[src/rtl/npbus_pkg.sv]
// Shared types for the non-pipelined bus sequencer.
package npbus_pkg;
    typedef enum logic [1:0] {
        ST_IDLE = 2'd0,
        ST_ADDR = 2'd1,
        ST_DATA = 2'd2,
        ST_HOLD = 2'd3
    } bus_st_t;
endpackage

[src/rtl/npbus_fsm.sv]
// State register and next-state choice for the bus sequencer.
// Assumes 'more' is valid only in ST_DATA and stable within the cycle.
module npbus_fsm
    import npbus_pkg::*;
(
    input  logic    clk,
    input  logic    rst_n,
    input  logic    req_valid,
    input  logic    hold_req,
    input  logic    bus_rdy,
    input  logic    more,
    output bus_st_t st,
    output logic    take_new,
    output logic    take_second
);
    bus_st_t nxt;

    // Choose the following state and which kind of address clock comes next.
    always_comb begin
        nxt         = st;
        take_new    = 1'b0;
        take_second = 1'b0;
        unique case (st)
            ST_IDLE: begin
                if (hold_req) begin
                    nxt = ST_HOLD;
                end else if (req_valid) begin
                    nxt      = ST_ADDR;
                    take_new = 1'b1;
                end
            end
            ST_ADDR: nxt = ST_DATA;
            ST_DATA: begin
                if (bus_rdy) begin
                    if (more) begin
                        nxt         = ST_ADDR;
                        take_second = 1'b1;
                    end else if (hold_req) begin
                        nxt = ST_HOLD;
                    end else if (req_valid) begin
                        nxt      = ST_ADDR;
                        take_new = 1'b1;
                    end else begin
                        nxt = ST_IDLE;
                    end
                end
            end
            ST_HOLD: begin
                if (!hold_req) begin
                    if (req_valid) begin
                        nxt      = ST_ADDR;
                        take_new = 1'b1;
                    end else begin
                        nxt = ST_IDLE;
                    end
                end
            end
            default: nxt = ST_IDLE;
        endcase
    end

    // Hold the current bus state.
    always_ff @(posedge clk) begin
        if (!rst_n) st <= ST_IDLE;
        else        st <= nxt;
    end
endmodule

[src/rtl/npbus_xfer.sv]
// Latches the accepted request, tracks the split half, and drives the bus
// outputs from the state. Assumes bus_narrow is meaningful only with bus_rdy.
module npbus_xfer
    import npbus_pkg::*;
#(
    parameter int ADDR_W = 32,
    parameter int DATA_W = 32
) (
    input  logic                clk,
    input  logic                rst_n,
    input  bus_st_t             st,
    input  logic                take_new,
    input  logic                take_second,
    input  logic [ADDR_W-1:0]   req_addr,
    input  logic [DATA_W-1:0]   req_wdata,
    input  logic                req_write,
    input  logic [DATA_W/8-1:0] req_be,
    input  logic                bus_narrow,
    output logic                more,
    output logic                half,
    output logic [ADDR_W-1:0]   bus_addr,
    output logic                bus_strobe,
    output logic                bus_wr,
    output logic [DATA_W-1:0]   bus_wdata,
    output logic [DATA_W/8-1:0] bus_be
);
    localparam int HW    = DATA_W / 2;
    localparam int BEW   = DATA_W / 8;
    localparam int HBEW  = BEW / 2;
    localparam int HSTEP = HW / 8;

    logic [ADDR_W-1:0] lat_addr;
    logic [DATA_W-1:0] lat_wdata;
    logic              lat_wr;
    logic [BEW-1:0]    lat_be;
    logic              active;

    // Capture a new request and mark which half of a split is running.
    always_ff @(posedge clk) begin
        if (!rst_n) begin
            lat_addr  <= '0;
            lat_wdata <= '0;
            lat_wr    <= 1'b0;
            lat_be    <= '0;
            half      <= 1'b0;
        end else if (take_new) begin
            lat_addr  <= req_addr;
            lat_wdata <= req_wdata;
            lat_wr    <= req_write;
            lat_be    <= req_be;
            half      <= 1'b0;
        end else if (take_second) begin
            half      <= 1'b1;
        end
    end

    // A second cycle is due on a narrow bus when the upper lanes are enabled.
    always_comb begin
        more = (st == ST_DATA) && !half && bus_narrow && (lat_be[BEW-1:HBEW] != '0);
    end

    // Drive address, strobe, direction, data and enables from the state.
    always_comb begin
        active     = (st == ST_ADDR) || (st == ST_DATA);
        bus_strobe = (st == ST_ADDR);
        bus_wr     = active && lat_wr;
        bus_addr   = '0;
        bus_be     = '0;
        bus_wdata  = '0;
        if (active) begin
            bus_addr = half ? (lat_addr + ADDR_W'(HSTEP)) : lat_addr;
            bus_be   = half ? {lat_be[BEW-1:HBEW], {HBEW{1'b0}}} : lat_be;
            if (lat_wr) begin
                bus_wdata = half ? {{HW{1'b0}}, lat_wdata[DATA_W-1:HW]} : lat_wdata;
            end
        end
    end
endmodule

[src/rtl/npbus_rdasm.sv]
// Assembles read data across split halves and flags transfer completion.
// Assumes bus_rdata is valid in the data clock where bus_rdy is high.
module npbus_rdasm
    import npbus_pkg::*;
#(
    parameter int DATA_W = 32
) (
    input  logic              clk,
    input  logic              rst_n,
    input  bus_st_t           st,
    input  logic              bus_rdy,
    input  logic              more,
    input  logic              half,
    input  logic [DATA_W-1:0] bus_rdata,
    output logic              rsp_valid,
    output logic [DATA_W-1:0] rsp_rdata
);
    localparam int HW = DATA_W / 2;

    logic [HW-1:0] lo_keep;
    logic          done;

    // The final ready of a transfer.
    always_comb begin
        done = (st == ST_DATA) && bus_rdy && !more;
    end

    // Keep the first half and present the whole word after the final ready.
    always_ff @(posedge clk) begin
        if (!rst_n) begin
            lo_keep   <= '0;
            rsp_valid <= 1'b0;
            rsp_rdata <= '0;
        end else begin
            rsp_valid <= done;
            if (st == ST_DATA && bus_rdy && more) lo_keep <= bus_rdata[HW-1:0];
            if (done) rsp_rdata <= half ? {bus_rdata[HW-1:0], lo_keep} : bus_rdata;
        end
    end
endmodule

[src/rtl/npbus_seq.sv]
// Top of the non-pipelined bus sequencer: state control, request latch and
// output drive, and read assembly. Assumes inputs are synchronous to clk.
module npbus_seq
    import npbus_pkg::*;
#(
    parameter int ADDR_W = 32,
    parameter int DATA_W = 32
) (
    input  logic                clk,
    input  logic                rst_n,
    input  logic                req_valid,
    input  logic [ADDR_W-1:0]   req_addr,
    input  logic [DATA_W-1:0]   req_wdata,
    input  logic                req_write,
    input  logic [DATA_W/8-1:0] req_be,
    output logic                req_take,
    input  logic                bus_rdy,
    input  logic                bus_narrow,
    input  logic [DATA_W-1:0]   bus_rdata,
    input  logic                hold_req,
    output logic [ADDR_W-1:0]   bus_addr,
    output logic                bus_strobe,
    output logic                bus_wr,
    output logic [DATA_W-1:0]   bus_wdata,
    output logic [DATA_W/8-1:0] bus_be,
    output logic                hold_ack,
    output logic                rsp_valid,
    output logic [DATA_W-1:0]   rsp_rdata
);
    bus_st_t st;
    logic    take_new;
    logic    take_second;
    logic    more;
    logic    half;

    npbus_fsm u_fsm (
        .clk(clk), .rst_n(rst_n), .req_valid(req_valid), .hold_req(hold_req),
        .bus_rdy(bus_rdy), .more(more), .st(st),
        .take_new(take_new), .take_second(take_second)
    );

    npbus_xfer #(.ADDR_W(ADDR_W), .DATA_W(DATA_W)) u_xfer (
        .clk(clk), .rst_n(rst_n), .st(st), .take_new(take_new),
        .take_second(take_second), .req_addr(req_addr), .req_wdata(req_wdata),
        .req_write(req_write), .req_be(req_be), .bus_narrow(bus_narrow),
        .more(more), .half(half), .bus_addr(bus_addr), .bus_strobe(bus_strobe),
        .bus_wr(bus_wr), .bus_wdata(bus_wdata), .bus_be(bus_be)
    );

    npbus_rdasm #(.DATA_W(DATA_W)) u_rdasm (
        .clk(clk), .rst_n(rst_n), .st(st), .bus_rdy(bus_rdy), .more(more),
        .half(half), .bus_rdata(bus_rdata), .rsp_valid(rsp_valid),
        .rsp_rdata(rsp_rdata)
    );

    // Report acceptance and hold grant.
    always_comb begin
        req_take = take_new;
        hold_ack = (st == ST_HOLD);
    end
endmodule

[config.mk]
export PLATFORM = sky130hd
export DESIGN_NAME = npbus_seq
export DESIGN_NICKNAME = d
export VERILOG_FILES = /design/src/rtl/npbus_pkg.sv /design/src/rtl/npbus_fsm.sv /design/src/rtl/npbus_xfer.sv /design/src/rtl/npbus_rdasm.sv /design/src/rtl/npbus_seq.sv
export SDC_FILE = /design/constraint.sdc
export NUM_CORES = 1
export LEC_CHECK = 0
export BUFFER_PORTS_ARGS = -buffer_cell sky130_fd_sc_hd__buf_4
export CAP_MARGIN = 30
export CELL_PAD_IN_SITES_DETAIL_PLACEMENT = 1
export CELL_PAD_IN_SITES_GLOBAL_PLACEMENT = 2
export CORE_MARGIN = 2
export CORE_UTILIZATION = 30
export CTS_BUF_LIST = sky130_fd_sc_hd__clkbuf_4 sky130_fd_sc_hd__clkbuf_8
export CTS_CLUSTER_DIAMETER = 100
export DETAILED_ROUTE_END_ITERATION = 7
export MAX_ROUTING_LAYER = met4
export PLACE_DENSITY = 0.89
export SYNTH_ARGS = -nofsm -noshare
export SYNTH_HDL_FRONTEND = slang
export SYNTH_SLANG_ARGS = --single-unit
[constraint.sdc]
create_clock -name clk -period 2.5 [get_ports clk]
set_input_delay 0.25 -clock clk [delete_from_list [all_inputs] [get_ports clk]]
set_output_delay 0.25 -clock clk [all_outputs]
set_load 0.02 [all_outputs]
After elaboration in Yosys (flattened, before gate mapping)
Index checks and enable logic that the tools add are counted.
{"block": "word_totals", "inputBits": 107, "wordCells": 56, "reg_bits": 121}
{"block": "op_classes", "n_eq_ne": 6, "n_bitwise": 1, "n_reduce_logical": 15, "mux": 24, "add_sub_neg": 1}
{"cell": "$mux 32", "count": 6}
{"cell": "$add 32x2->32 const B", "count": 1}
{"cell": "$mux 2", "count": 7}
{"cell": "$mux 1", "count": 8}
{"cell": "$pmux 2 s4", "count": 1}
{"cell": "$logic_and 1x1->1", "count": 7}
{"cell": "$eq 2x2->1 const B", "count": 2}
{"cell": "$mux 4", "count": 1}
{"cell": "$ne 2x2->1 const B", "count": 2}
{"cell": "$reduce_or 2->1", "count": 2}
{"cell": "$ne 3x3->1 const B", "count": 1}
{"cell": "$reduce_and 3->1", "count": 1}
{"cell": "$eq 2x1->1 const B", "count": 1}
{"cell": "$logic_not 1->1", "count": 2}
{"cell": "$logic_not 2->1", "count": 1}
{"cell": "$pmux 1 s2", "count": 1}
{"cell": "$reduce_bool 2->1", "count": 1}
{"cell": "$logic_or 1x1->1", "count": 1}
{"cell": "$not 1->1", "count": 1}

Logic depth before layout (Yosys ltp)
Gate-level depths: netlist (run 1).
{"block": "depth", "word_depth": 8, "depth_mapped": 8, "mapped_depth_nobuf": 6}

Cells and area by module
From an unflattened synthesis (run 1), not the netlist that was laid out.
{"block": "hier_totals", "cells_unflattened": 682, "hier_area_um2": 6287.3}
{"module": "npbus_xfer", "area_per_inst_um2": 3895.0, "seq_area_each_um2": 1401.3, "cells_per_inst": 438, "instances": 1}
{"module": "npbus_rdasm", "area_per_inst_um2": 2157.1, "seq_area_each_um2": 980.9, "cells_per_inst": 216, "instances": 1}
{"module": "npbus_fsm", "area_per_inst_um2": 229.0, "seq_area_each_um2": 40.0, "cells_per_inst": 27, "instances": 1}
{"module": "npbus_seq", "area_per_inst_um2": 6.3, "seq_area_each_um2": 0.0, "cells_per_inst": 1, "instances": 1}

Worst setup path before layout (run 1)
No wires, ideal clock.
{"block": "synth_timing", "path_kind": "flip-flop to output port", "start": "register u_xfer.lat_addr[7]", "end": "output bus_addr[23]", "t_arrival_ns": 1.689, "t_required_ns": 2.250, "path_slack_ns": 0.561, "path_stages_with_launch": 6, "cell_sequence": "dfxtp_1 -> nand4_4 -> nor4_4 -> nand4_1 -> xor2_1 -> nor2_1"}
{"block": "synth_via", "elab_chain_cells": 3}
{"element": "start, declared", "line_no": "npbus_xfer.sv:32", "source": "logic [ADDR_W-1:0] lat_addr;"}
{"element": "start signal, assigned", "line_no": "npbus_xfer.sv:47", "source": "lat_addr <= req_addr;"}
{"element": "$add 32x2->32", "line_no": "npbus_xfer.sv:71", "source": "bus_addr = half ? (lat_addr + ADDR_W'(HSTEP)) : lat_addr;"}
{"element": "$mux 32", "line_no": "npbus_xfer.sv:71"}
{"element": "$mux 32", "line_no": "npbus_xfer.sv:70", "source": "if (active) begin"}
{"element": "end, declared", "line_no": "npbus_seq.sv:21", "source": "output logic [ADDR_W-1:0] bus_addr,"}
Every way passes these cells.

Worst setup path in the final report (run 1)
{"block": "layout_timing", "start": "register u_xfer.lat_addr[1]", "end": "output bus_addr[31]"}
The elaborated chain is that of the path after synthesis.

==> impl_results.md, run 1 <==
- Syn Inst Count: approximately 650
- Endpoints failing setup: 0
- Fillers: between 2000 and 2500
- Clock Latency Late Sink: approximately 0.44 ns
- Netlist cell types: 33
- Worst r2r path cells: 8
- Post-route ant nets: 0
- Vias per cell: 4.64
- Ys Warns: 0
- Clock Pin Slew Worst Setup and Hold Paths: 0.08 ns
- Synthesized Nets: 758
- Share of the synthesized area in the top cell type: 0.403
- Core region area: 19600 um2
- TritonCTS Sinks: 121
- Seq/Total Area, Yosys: 0.403
- Skew final: 0.0107 ns
- Area delta synth->final: 39.7%
- Die Area: 21200 um2
- Maximum VDD drop: 0.000599 V
- Antenna diodes: 0
- TritonCTS Buffers: 17
- Worst setup path start: u_xfer.lat_addr[1]$_SDFFE_PN0P_
- Final Wtd Congestion: 0.770
- Number of global-route vias before repair: 5455
- Status: finished, final reports clean
- Leakage power: 0.00370 uW
- Layout cell share with drive strength beyond 1: 0.326
- Endpoint, Worst Hold: u_xfer.lat_addr[15]$_SDFFE_PN0P_
- Final WL: 18400 um
- Crit start category: flop
- Routed WL per cell: ~16 um
- Max Cap Viol: 0
- Tcrit/Tclk final: 0.956
- Reg2reg end: u_xfer.lat_wdata[7]$_SDFFE_PN0P_
- Worst Hold Class: in2reg
- Pwr Total: 6690 uW
- Post-DP HPWL: 13300 um
- CP endpoint kind: primary output
- CTS Buffer Depth: 2
- Tightest Pin Transition: 0.628 ns
- Arr. time, crit path: 2.14 ns
- Fin. Hold Viols: 0
- Max-Slew Margin vs Limit: 0.582
- Layout Nets: about 970
- Die Width: 146 um
- Largest area contributor in the netlist: dfxtp_1
- Placed cell area: 7900 um2
- Synth Cell Area: 6010 um2
- WP data required: around 2.3 ns
- R2r setup slk: 0.36 ns
- Leading post-synthesis cells by cell area: dfxtp_1, mux2i_1, nor2b_1, o211a_1, nand2_1
- CTS tree: done
- Maximum clock rate: 418 MHz
- WS Path Type: reg2out
- IO Pins: around 210
- PD cells: 797 nW/um2
- Hold Path Origin: req_addr[15]
- Worst hold path depth: 3
- Reg-to-Reg Start: u_fsm.st[1]$_SDFFE_PN0P_
- Total grt overflow: 0
- IO buf count: 211
- GRT Overall Usage: 0.179
- # DRC: 0
- Root buffer cell: clkbuf_8
- Initial Util: 0.307
- RSZ-0062 raised after global routing: true
- Via Count: between 5000 and 6000
- FF+latch count, synth: approximately 120
- H-tree depth: 4
- FP Rows: 51
- Synth Area per Inst: between 9 and 10 um2
- Post-Layout Inst Area: ~8400 um2
- Slew Limit Fails: 0
- Initial antenna violation count: 0
- Fin crit period: approximately 2.4 ns
- Worst-path fanout max: 9
- Starting DRT DRC Count: between 150 and 200
- Largest net degree at the start of global routing: 66
- DR pass1 iterations: 4
- Die Span Y: 146 um
- First-pass GRT wire length: 29300 um
- Setup_tns: 0 ns
per-layer routing:
metal,track usage,share of wire
met1,0.213,0.45
met2,0.290,0.48
met3,0.0489,0.047
met4,0.0696,0.026
met5,-,0
worst max-delay path by stage:
stage                               end  cells after the start
after floorplan            bus_addr[23]                      5
after global placement     bus_addr[16]                      6
after detailed placement  bus_wdata[16]                      6
after CTS                      req_take                      7
after global routing       bus_addr[31]                      7
final                      bus_addr[31]                      8
cells in the mapped netlist:
master / instances
dfxtp_1: 121
mux2i_1: 118
nand2_1: 75
nor2b_1: 71
nor2_1: 55
o211a_1: 33
clkbuf_1: 28
xor2_1: 23
and3_1: 19
a21boi_0: 16
buf_2: 14
nand3_1: 12
nand4_1: 10
and2_1: 9
inv_1: 7
xnor2_1: 6
ha_1: 5
o21ai_0: 5
and4_1: 3
nor3_1: 2
nor4_4: 2
a21oi_1: 1
a221oi_1: 1
a31oi_1: 1
buf_4: 1
buf_6: 1
nand2b_1: 1
nand4_4: 1
nor4b_1: 1
o311a_1: 1
o32a_1: 1
or2_2: 1
or3_1: 1
layout make-up:
| class | instances | area, um2 | area share |
|---|---|---|---|
| timing repair buffer | 232 | 1790 | 0.214 |
| tap | 265 | 332 | 0.0395 |
| multi-input combinational | 474 | 3400 | 0.404 |
| inverter | 7 | 26.3 | 0.00313 |
| clock inverter | 11 | 148 | 0.0176 |
| sequential | 121 | 2440 | 0.290 |
| clock buffer | 21 | 270 | 0.0322 |
report_power, final:
part           leakage (uW)  switching (uW)  internal [uW]  total, uW
combinational       0.00251            1300           1030       2330
sequential         0.000987             240           2240       2480
clock              0.000202             839           1040       1880
total               0.00370            2380           4310       6690
cells in the final DEF, fill, tap and decap left out, types with 18 or more instances in the layout:
master and instances:
buf_4 226, mux2i_1 118, dfxtp_1 113, nand2_1 75
nor2b_1 71, nor2_1 54, o211a_1 32, xor2_1 23
and3_1 19, clkbuf_8 18
through the flow:
stage / cells / util / hold slack (ns) / worst slack [ns]
final: 1131 / 0.429 / 0.0551 / 0.109
after global routing: 1131 / 0.429 / 0.0357 / -0.0345
after CTS: 1129 / 0.426 / 0.0254 / -0.0381
after detailed placement: 1095 / 0.403 / 0.461 / 0.182
after global placement: 1095 / 0.403 / 0.450 / 0.272
after floorplan: 646 / - / 0.395 / 0.561
timing repair:
action | in CTS | in global routing
pin swaps | 2 | 0
hold buffers | 0 | 0
endpoints found under the setup margin | 29 | 35
buffers inserted | 2 | 2
resized for setup | 8 | 12
critical path, cell delays in order, from the launching register on:
cell and delay (ns):
dfxtp_4 0.38, ha_2 0.19, nand3_1 0.15, nor4_4 0.18, buf_6 0.18, nand4_1 0.12, xor2_1 0.16, nor2_1 0.15
buf_4 0.17
cells by family (layout without fill, tap and decap cells):
kind of cell	after synthesis	count (layout)	synth area share
buf+inv	51	271	0.0366
compound gates	59	59	0.0857
simple gates	263	263	0.226
xor+xnor	29	29	0.0422
fa+ha+maj	5	5	0.0104
mux	118	118	0.196
flops	121	121	0.403
flip-flops by register name (all words and copies together) (netlist names):
| name | count |
|---|---|
| u_rdasm.rsp_rdata | 32 |
| u_xfer.lat_addr | 32 |
| u_xfer.lat_wdata | 32 |
| u_rdasm.lo_keep | 16 |
| u_xfer.lat_be | 4 |
| u_fsm.st | 2 |
| u_rdasm.rsp_valid | 1 |
| u_xfer.half | 1 |
| u_xfer.lat_wr | 1 |
Note: power is estimated with default switching activity, not from simulation.
==> inputs of run 2 (changes only) <==
- CORE_ASPECT_RATIO: not set -> 1.75
==> impl_results.md, run 2 (same netlist as run 1, synthesis figures left out) <==
- Die Span Y: around 190 um
- Status: finished, final reports clean
- Fin. Hold Viols: 0
- CP max stage delay: 0.39 ns
- Max-Slew Margin vs Limit: 0.578
- Fillers: 2328
- Worst Hold Class: in2reg
- Pint: ~4300 uW
- Sw frac: 0.350
- Area occupied by multi-input gates: 3400 um2
- Area delta synth->final: 39.5%
- Arr. time, crit path: about 2.1 ns
- Layout Nets: between 900 and 1000
- Vias per cell: 4.80
- Max Cap Viol: 0
- Delay-heaviest family, CP: simple AND/OR/NAND/NOR gates
- Total grt overflow: 0
- Root buffer cell: clkbuf_8
- Most common cell after layout, fill and taps aside: buf_4
- Skew final: 0.0153 ns
- WP data required: 2.25 ns
- Post-Layout Inst Area: 8390 um2
- FP Rows: 68
- Clk pwr share: 0.273
- # DRC: 0
- CP endpoint kind: primary output
- PD cells: ~790 nW/um2
- Antenna diodes: 0
- Die Area: between 20000 and 25000 um2
- Pre-CTS setup slack: 0.211 ns
- Post-DP HPWL: 13500 um
- CP Buf/Inv Count: 3
- Pwr Total: about 6600 uW
- Most frequent cell on the critical path: buf_4
- RSZ-0062 raised after global routing: true
- Post-CTS Hold Buffers: 0
- Fin crit period: 2.37 ns
- Combinational fraction of design power: 0.354
- Starting DRT DRC Count: 177
- Biggest regs: u_rdasm.rsp_rdata (32), u_xfer.lat_addr (32), u_xfer.lat_wdata (32)
- Routed WL per cell: roughly 17 um
- Endpoints failing setup: 0
- Initial antenna violation count: 0
- Clock Pin Slew Worst Setup and Hold Paths: 0.07 ns
- CP max-delay cell: dfxtp_2
- Slew Limit Fails: 0
- WS Path Type: reg2out
- Maximum clock rate: 421 MHz
- Post-route insts no fill: 1114
- Number of global-route vias before repair: ~5400
- TritonCTS Sinks: around 120
- Final Wtd Congestion: 0.794
- Via Count: 5349
- Final WL: 18700 um
- GRT Overall Usage: 0.174
- IO buf count: 211
- DR pass1 iterations: 6
- Initial Util: 0.305
- Commonest cells after routing, fill and taps aside: buf_4, mux2i_1, dfxtp_1
- Dpl cells: 1075
- Core region area: 19700 um2
- Clock Latency Late Sink: 0.44 ns
- Sequential cell area: 2430 um2
- Layout cell share with drive strength beyond 1: 0.325
- Placed cell area: 7890 um2
- Die Width: 111 um
- Critical path, cell by cell: nand4_1 -> buf_4 -> nor4_4 -> buf_4 -> nand4_1 -> xor2_1 -> nor2_1 -> buf_4
- Tightest Pin Transition: 0.634 ns
- Share of power burned in registers: 0.373
- Post-route ant nets: 0
- First-pass GRT wire length: ~28000 um
- Worst-path fanout max: 5
- CTS tree: done
- IO Pins: 212
- TritonCTS Buffers: 17
- Final worst slack: around 0.13 ns
- Leakage power: approximately 0.0037 uW
- H-tree depth: 4
- Switching Power: 2320 uW
- Crit start category: flop
- Largest net degree at the start of global routing: 66
- CTS Buffer Depth: 2
- Maximum VDD drop: 0.000368 V
- Tcrit/Tclk final: 0.949
run 2: what timing repair did:
action	in CTS	in global routing
pin swaps	2	1
gates resized for setup	0	10
setup buffers	3	4
endpoints found under the setup margin	10	35
gates cloned	0	1
run 2: per-layer routing:
layer  wire [um]  GRT usage  share of wire
met3         747     0.0396          0.040
met1        7090      0.179           0.38
met5           0          -              0
met4         525     0.0836          0.028
met2       10300      0.315           0.55
run 2: stage by stage:
stage / utilization / hold slack (ns) / setup TNS (ns)
after floorplan: - / 0.395 / 0
after global placement: 0.399 / 0.448 / 0
after detailed placement: 0.400 / 0.459 / 0
after CTS: 0.422 / 0.0293 / 0
after global routing: 0.425 / 0.0406 / -0.159
final: 0.425 / 0.0748 / 0
run 2: power groups by stage:
stage	combinational, uW	clock [uW]	sequential, uW
after global placement	2250	0	2500
after CTS	2330	1890	2470
after floorplan	1300	0	2590
after global routing	2550	1960	2510
final	2340	1810	2470
after detailed placement	2320	0	2510
run 2: worst reg2reg max path, delay by kind of cell, from the launching register on:
kind | cells | cell delay, ns
AOI/OAI and AO/OA | 1 | 0.46
adders and majority gates | 1 | 0.22
buffers and inverters | 2 | 0.37
DFF | 1 | 0.38
muxes | 1 | 0.25
and+or+nand+nor | 2 | 0.37
run 2: worst paths after layout:
path | start | to | slack (ns) | cells after the start
setup reg to reg | u_fsm.st[1]$_SDFFE_PN0P_ | u_xfer.lat_be[1]$_SDFFE_PN0P_ | 0.35 | 7
hold reg to reg | u_rdasm.lo_keep[6]$_SDFFE_PN0P_ | u_rdasm.lo_keep[6]$_SDFFE_PN0P_ | 0.47 | 2
hold / removal | req_addr[11] | u_xfer.lat_addr[11]$_SDFFE_PN0P_ | 0.07 | 3
setup / recovery | u_xfer.lat_addr[3]$_SDFFE_PN0P_ | bus_addr[28] | 0.13 | 8
run 2: cell type report:
class	count	share of cell area
Multi-Input combinational cell	475	0.406
Sequential cell	121	0.290
Timing Repair Buffer	235	0.216
Clock buffer	24	0.0379
Tap cell	245	0.0366
Clock inverter	7	0.0106
Inverter	7	0.00313
